`src/rtl/ecl_pkg.sv`:
```
package ecl_pkg;
  typedef enum logic [2:0] {
    ST_WAIT, ST_HDR, ST_PTR, ST_REC, ST_CHK, ST_DONE
  } ecl_state_e;

  localparam int FLG_CRC  = 0;
  localparam int FLG_MAP  = 1;
  localparam int FLG_WIDE = 2;

  function automatic logic [7:0] crc8_step(logic [7:0] crc, logic [7:0] data, logic [7:0] poly);
    logic [7:0] c;
    c = crc ^ data;
    for (int b = 0; b < 8; b++) c = c[7] ? ((c << 1) ^ poly) : (c << 1);
    return c;
  endfunction
endpackage

```
`src/rtl/ecl_crc8.sv`:
```
module ecl_crc8 import ecl_pkg::*; #(
  parameter logic [7:0] POLY = 8'h07,
  parameter logic [7:0] INIT = 8'h00
) (
  input  logic       clk_i,
  input  logic       rst_ni,
  input  logic       clr_i,
  input  logic       en_i,
  input  logic [7:0] data_i,
  output logic [7:0] crc_o
);
  logic [7:0] crc_q;

  always_ff @(posedge clk_i or negedge rst_ni) begin
    if (!rst_ni)    crc_q <= INIT;
    else if (clr_i) crc_q <= INIT;
    else if (en_i)  crc_q <= crc8_step(crc_q, data_i, POLY);
  end

  assign crc_o = crc_q;
endmodule

```
`src/rtl/ecl_regfile.sv`:
```
module ecl_regfile #(
  parameter int         NBYTES = 37,
  parameter logic [7:0] DFLT   = 8'h00,
  localparam int        IDX_W  = $clog2(NBYTES + 1)
) (
  input  logic                  clk_i,
  input  logic                  rst_ni,
  input  logic                  clr_i,
  input  logic                  we_i,
  input  logic [IDX_W-1:0]      idx_i,
  input  logic [7:0]            data_i,
  output logic [NBYTES*8-1:0]   flat_o
);
  for (genvar g = 0; g < NBYTES; g++) begin : g_byte
    logic [7:0] q;
    always_ff @(posedge clk_i or negedge rst_ni) begin
      if (!rst_ni)                               q <= DFLT;
      else if (clr_i)                            q <= DFLT;
      else if (we_i && idx_i == IDX_W'(g))       q <= data_i;
    end
    assign flat_o[g*8 +: 8] = q;
  end
endmodule

```
`src/rtl/ecl_addr_gen.sv`:
```
module ecl_addr_gen import ecl_pkg::*; #(
  parameter int ADDR_W    = 16,
  parameter int STRAP_W   = 4,
  parameter int HDR_BYTES = 3,
  parameter int REC_BYTES = 37,
  localparam int IDX_W    = $clog2(REC_BYTES + 1)
) (
  input  ecl_state_e          state_i,
  input  logic [IDX_W-1:0]    idx_i,
  input  logic [STRAP_W-1:0]  strap_i,
  input  logic [ADDR_W-1:0]   base_i,
  output logic [ADDR_W-1:0]   addr_o,
  output logic [ADDR_W-1:0]   auto_base_o
);
  assign auto_base_o = ADDR_W'(HDR_BYTES) + ADDR_W'(strap_i) * ADDR_W'(REC_BYTES);

  always_comb begin
    unique case (state_i)
      ST_HDR:  addr_o = ADDR_W'(idx_i);
      ST_PTR:  addr_o = ADDR_W'(HDR_BYTES) + ADDR_W'(strap_i);
      ST_REC:  addr_o = base_i + ADDR_W'(idx_i);
      ST_CHK:  addr_o = base_i + ADDR_W'(REC_BYTES);
      default: addr_o = '0;
    endcase
  end
endmodule

```
`src/rtl/eeprom_cfg_loader.sv`:
```
module eeprom_cfg_loader import ecl_pkg::*; #(
  parameter int         ADDR_W    = 16,
  parameter int         STRAP_W   = 4,
  parameter int         HDR_BYTES = 3,
  parameter int         REC_BYTES = 37,
  parameter logic [7:0] EE_DEV    = 8'hA0,
  parameter logic [7:0] SLV_BASE  = 8'hB0,
  parameter logic [7:0] CRC_POLY  = 8'h07,
  parameter logic [7:0] CRC_INIT  = 8'h00,
  parameter logic [7:0] NOCRC_TAG = 8'hA5,
  parameter logic [7:0] DFLT_BYTE = 8'h00,
  localparam int        IDX_W     = $clog2(REC_BYTES + 1),
  localparam int        CFG_W     = REC_BYTES * 8
) (
  input  logic               clk_i,
  input  logic               rst_ni,
  input  logic [STRAP_W-1:0] strap_i,
  input  logic               rd_en_ni,
  output logic               done_no,
  output logic               err_o,
  output logic [7:0]         own_addr_o,
  output logic               rd_req_o,
  output logic [7:0]         rd_dev_o,
  output logic [ADDR_W-1:0]  rd_addr_o,
  output logic               rd_wide_o,
  input  logic               rd_ack_i,
  input  logic               rd_nack_i,
  input  logic [7:0]         rd_data_i,
  output logic [CFG_W-1:0]   cfg_o
);
  ecl_state_e        state_q, state_d;
  logic [IDX_W-1:0]  idx_q, idx_d;
  logic [2:0]        flg_q, flg_d;
  logic [ADDR_W-1:0] base_q, base_d, auto_base;
  logic              err_q, err_d;
  logic              rx, nack;
  logic              rf_we, rf_clr, crc_en, crc_clr;
  logic [7:0]        crc_val, chk_exp;

  assign rd_req_o   = (state_q == ST_HDR) || (state_q == ST_PTR) ||
                      (state_q == ST_REC) || (state_q == ST_CHK);
  assign rx         = rd_req_o && rd_ack_i && !rd_nack_i;
  assign nack       = rd_req_o && rd_nack_i;
  assign rd_dev_o   = EE_DEV;
  assign rd_wide_o  = flg_q[FLG_WIDE];
  assign done_no    = (state_q != ST_DONE);
  assign err_o      = err_q;
  assign own_addr_o = SLV_BASE | (8'(strap_i) << 1);
  assign chk_exp    = flg_q[FLG_CRC] ? crc_val : NOCRC_TAG;

  always_comb begin
    state_d = state_q;
    idx_d   = idx_q;
    flg_d   = flg_q;
    base_d  = base_q;
    err_d   = err_q;
    rf_we   = 1'b0;
    rf_clr  = 1'b0;
    crc_en  = 1'b0;
    crc_clr = 1'b0;
    unique case (state_q)
      ST_WAIT: if (!rd_en_ni) begin
        state_d = ST_HDR;
        idx_d   = '0;
        crc_clr = 1'b1;
      end
      ST_HDR: if (rx) begin
        if (idx_q == '0) flg_d = rd_data_i[2:0];
        if (idx_q == IDX_W'(HDR_BYTES - 1)) begin
          idx_d = '0;
          if (flg_d[FLG_MAP]) state_d = ST_PTR;
          else begin
            base_d  = auto_base;
            state_d = ST_REC;
          end
        end else idx_d = idx_q + IDX_W'(1);
      end
      ST_PTR: if (rx) begin
        base_d  = ADDR_W'(rd_data_i);
        idx_d   = '0;
        state_d = ST_REC;
      end
      ST_REC: if (rx) begin
        rf_we  = 1'b1;
        crc_en = 1'b1;
        if (idx_q == IDX_W'(REC_BYTES - 1)) state_d = ST_CHK;
        else idx_d = idx_q + IDX_W'(1);
      end
      ST_CHK: if (rx) begin
        if (rd_data_i != chk_exp) begin
          err_d  = 1'b1;
          rf_clr = 1'b1;
        end
        state_d = ST_DONE;
      end
      default: ;
    endcase
    // a refused read aborts from any phase, token still passed
    if (nack) begin
      rf_we   = 1'b0;
      crc_en  = 1'b0;
      rf_clr  = 1'b1;
      err_d   = 1'b1;
      state_d = ST_DONE;
    end
  end

  always_ff @(posedge clk_i or negedge rst_ni) begin
    if (!rst_ni) begin
      state_q <= ST_WAIT;
      idx_q   <= '0;
      flg_q   <= '0;
      base_q  <= '0;
      err_q   <= 1'b0;
    end else begin
      state_q <= state_d;
      idx_q   <= idx_d;
      flg_q   <= flg_d;
      base_q  <= base_d;
      err_q   <= err_d;
    end
  end

  ecl_addr_gen #(
    .ADDR_W(ADDR_W), .STRAP_W(STRAP_W), .HDR_BYTES(HDR_BYTES), .REC_BYTES(REC_BYTES)
  ) u_addr (
    .state_i(state_q), .idx_i(idx_q), .strap_i(strap_i), .base_i(base_q),
    .addr_o(rd_addr_o), .auto_base_o(auto_base)
  );

  ecl_crc8 #(.POLY(CRC_POLY), .INIT(CRC_INIT)) u_crc (
    .clk_i(clk_i), .rst_ni(rst_ni), .clr_i(crc_clr), .en_i(crc_en),
    .data_i(rd_data_i), .crc_o(crc_val)
  );

  ecl_regfile #(.NBYTES(REC_BYTES), .DFLT(DFLT_BYTE)) u_rf (
    .clk_i(clk_i), .rst_ni(rst_ni), .clr_i(rf_clr), .we_i(rf_we),
    .idx_i(idx_q), .data_i(rd_data_i), .flat_o(cfg_o)
  );


  req_hold_chk: assert property (@(posedge clk_i) disable iff (!rst_ni)
    rd_req_o && !rd_ack_i && !rd_nack_i |=> rd_req_o && $stable(rd_addr_o));

  start_gate_chk: assert property (@(posedge clk_i) disable iff (!rst_ni)
    $rose(rd_req_o) |-> $past(!rd_en_ni));

  done_sticky_chk: assert property (@(posedge clk_i) disable iff (!rst_ni)
    !done_no |=> !done_no && !rd_req_o);

  err_done_chk: assert property (@(posedge clk_i) disable iff (!rst_ni)
    err_o |-> !done_no);

  done_on_read_chk: assert property (@(posedge clk_i) disable iff (!rst_ni)
    $fell(done_no) |-> $past(rd_req_o && (rd_ack_i || rd_nack_i)));
endmodule

```
`config.mk`:
```
export PLATFORM = sky130hd
export DESIGN_NAME = eeprom_cfg_loader
export DESIGN_NICKNAME = d
export VERILOG_FILES = /design/src/rtl/ecl_pkg.sv /design/src/rtl/ecl_crc8.sv /design/src/rtl/ecl_regfile.sv /design/src/rtl/ecl_addr_gen.sv /design/src/rtl/eeprom_cfg_loader.sv
export SDC_FILE = /design/constraint.sdc
export NUM_CORES = 1
export LEC_CHECK = 0
export CORE_MARGIN = 10
export CORE_UTILIZATION = 40
export DETAILED_ROUTE_END_ITERATION = 7
export GPL_ROUTABILITY_DRIVEN = 1
export PLACE_DENSITY_LB_ADDON = 0.2
export SLEW_MARGIN = 30
export SYNTH_ARGS = -nofsm -noshare
export SYNTH_HDL_FRONTEND = slang
export SYNTH_SLANG_ARGS = --single-unit
```
`constraint.sdc`:
```
create_clock -name clk_i -period 7.15 [get_ports clk_i]
set_clock_uncertainty 0.1 [all_clocks]
set_input_delay 0.715 -clock clk_i [delete_from_list [all_inputs] [get_ports clk_i]]
set_output_delay 0.715 -clock clk_i [all_outputs]
set_load 0.01 [all_outputs]
```
==> flow_summary.toml <==
[outcome]
outcome = "complete, no violations"

[setup_path]
crit_fanout = 21
crit_required_ps = 6340
startpoint_type = "flip-flop"
cp-startpoint = "state_q[0]"
rrSetupSlack_ps = 3890
critPathArrivalTime_ps = 4290
rr_endpoint = "u_rf.g_byte[14].q[6]"
worstReg2RegStart = "state_q[0]"
end_kind = "output port"
crit_type = "reg2out"
r2r_cells = 6

[floorplan]
io_pins = 349
die_h_um = 216
rows = 71
fp.dieW_um = 216
die_area_mm2 = 0.0466
initial_core_util_pct = 40.6
core-area_mm2 = 0.0378

[placed_design]
port_buffers = 330
gp_congestion = 0.866
hpwlAfterDp_mm = 32.7
placed_area_mm2 = 0.0188

[logic_synthesis]
synth_edf_count = 0
synth.distinct_cells = 69
synth_common_cells = "dfrtp_1, nand2_1, nor2_1, mux2i_1, nand3_1"
syn-instance-count = 1536
seq_area_frac_synth_pct = 53.4
synthArstFlopShare_pct = 100
synth_ff_type = "dfrtp_1"
yosys.area.top_type = "dfrtp_1"
synthXorXnorAreaFrac_pct = 1.87
syn_area_mm2 = 0.0153
synth_compound_area_share_pct = 8.58
synthSimpleGateAreaFrac_pct = 17.4
ys_ff_latch = 327
synth_area_leaders = "dfrtp_1, mux2i_1, nand3_1"
yosysTopAreaCellShare_pct = 53.4
yosysMostFrequentCell = "dfrtp_1"
synth_top_family_by_area = "simple AND/OR/NAND/NOR gates"
muxShareOfSynthArea_pct = 11.7
syn_area_per_cell_um2 = 9.98
ys_warn_count = 0
synthAdderAreaFrac_pct = 1.84

[layout]
nets = 1839
fill_cells = 3375
final_area_mm2 = 0.0201
area_delta_synth_final_pct = 31.4
final_layout_size_suffix_gt1_share_pct = 7.49
n_antenna_cell = 0

[global_routing]
grt_overflow_total = 0
grt_first_pass_wirelength_mm = 78.3
track_usage_pct = 21.2
grt_pass1_vias = 12536
antenna_found_initial = 0
grt_max_degree = 137

[route]
first_pass_iters = 5
wl_per_cell_um = 21.7
drt.antenna.violating_nets = 0
drc = 0
viasPerCell = 5.26
vias = 12320
routed_wl_mm = 50.8
drt-initial-drc-count = 845

[clock_network]
ctsLongestPathBuffers = 3
postCtsHoldBufs = 0
clock-sinks = 327
cts_tree = "done"
cts_buffers = 38
clkTransAtPathRegs_ps = 60
cts-root-buf = "clkbuf_16"
cts_resized = 0
clk_latency_ps = 520
post_cts_buffers = 0
htree_levels = 2

[power]
irDropWorstVdd_mv = 0.204
power_density_mw_per_mm2 = 216
total_leakage_power_nw = 9.96
power_mw = 4.35

[sta]
fmax_ghz = 0.196
finalSetupViolations = 0
rsz0062_at_grt = "no"
slew_violations = 0
slew-limit-headroom_pct = 40.6
max_slew.worst_pin.slew_ps = 888
tns_ps = 0
post-route-period-util_pct = 71.4
hold_violations = 0
post-route-min-period_ps = 5100

[flow_run]
maxCapViolCount = 0

[worst_hold_path]
hold_path.class = "in2async"
metal layers:
metal  wire (µm)  part of all wire, %  GRT usage, %  up-vias
li1            -                    -             -     5719
met1       21500                   42          27.4     6151
met2       23000                   45          32.8      402
met3        5700                   11          9.01       48
met4         637                  1.3          4.04        0
met5           0                    0             0        -
stage by stage:
| stage | setup slack [ps] | hold slack, ps | cells | utilization (%) |
|---|---|---|---|---|
| 2_1_floorplan | 3660 | 319 | 1552 | - |
| 3_3_place_gp | 2680 | 355 | 2270 | 49.9 |
| 3_5_place_dp | 2570 | 353 | 2270 | 49.9 |
| 4_1_cts | 1980 | 111 | 2339 | 53.3 |
| 5_1_grt | 1800 | 128 | 2340 | 53.4 |
| 6_report | 2050 | 93.2 | 2340 | 53.4 |
how the worst max path moves through the flow:
stage / endpoint / slack, ps / depth (start not counted)
2_1_floorplan: rd_addr_o[6] / 3660 / 12
3_3_place_gp: rd_addr_o[4] / 2680 / 11
3_5_place_dp: rd_addr_o[7] / 2570 / 10
4_1_cts: rd_addr_o[7] / 1980 / 10
5_1_grt: rd_addr_o[7] / 1800 / 10
6_report: rd_addr_o[4] / 2050 / 11
power by group:
group          internal [mW]  switching [mW]
clock network           1.23           0.771
logic                  0.129           0.304
registers               1.87          0.0393
total                   3.23            1.11
layout make-up:
type                            count  area, µm²  area share, %
Inverter                           20       75.1          0.373
Clock buffer                       57       1120           5.58
Multi-Input combinational cell   1059       6450           32.0
Tap cell                          511        639           3.17
Clock inverter                     12        171          0.851
Timing Repair Buffer              354       3510           17.4
Sequential cell                   327       8180           40.6
worst max-delay path: stages, from the launching register on:
cell and delay, ps:
dfrtp_1 760, nor2_2 130, and2_1 290, or2_2 310, ha_1 210, fa_1 410, a21o_1 180, a21oi_1 270
xnor2_1 190, a221oi_1 110, o31ai_1 310, clkdlybuf4s50_1 590
flip-flops by register name, summed over array words and instances (netlist names):
register	count
u_crc.crc_o	8
flg_q	3
base_q	10
err_o	1
u_rf.g_byte.q	296
state_q	3
idx_q	6
placed cells by master (no fill, tap or decap), types with 16 or more instances in the layout:
master and instances:
dfrtp_1 327, clkdlybuf4s50_1 321, nand2_1 180, nor2_1 173, mux2i_1 161, nand3_1 153, a21oi_1 151, clkbuf_16 39
o21ai_0 32, xnor2_1 23, ha_1 21, buf_4 20, inv_1 19, conb_1 18, mux2_2 16
logic make-up (layout without fill, tap and decap cells):
family                   Yosys count  in the layout
other                              2             18
flip-flops                       327            327
buffers and inverters            166            443
XOR/XNOR                          31             31
adder cells (fa/ha/maj)           22             22
multiplexers                     177            177
AND/OR/NAND/NOR                  578            578
AO/OA/AOI/OAI                    233            233
Power figures use the tool's default switching activity.
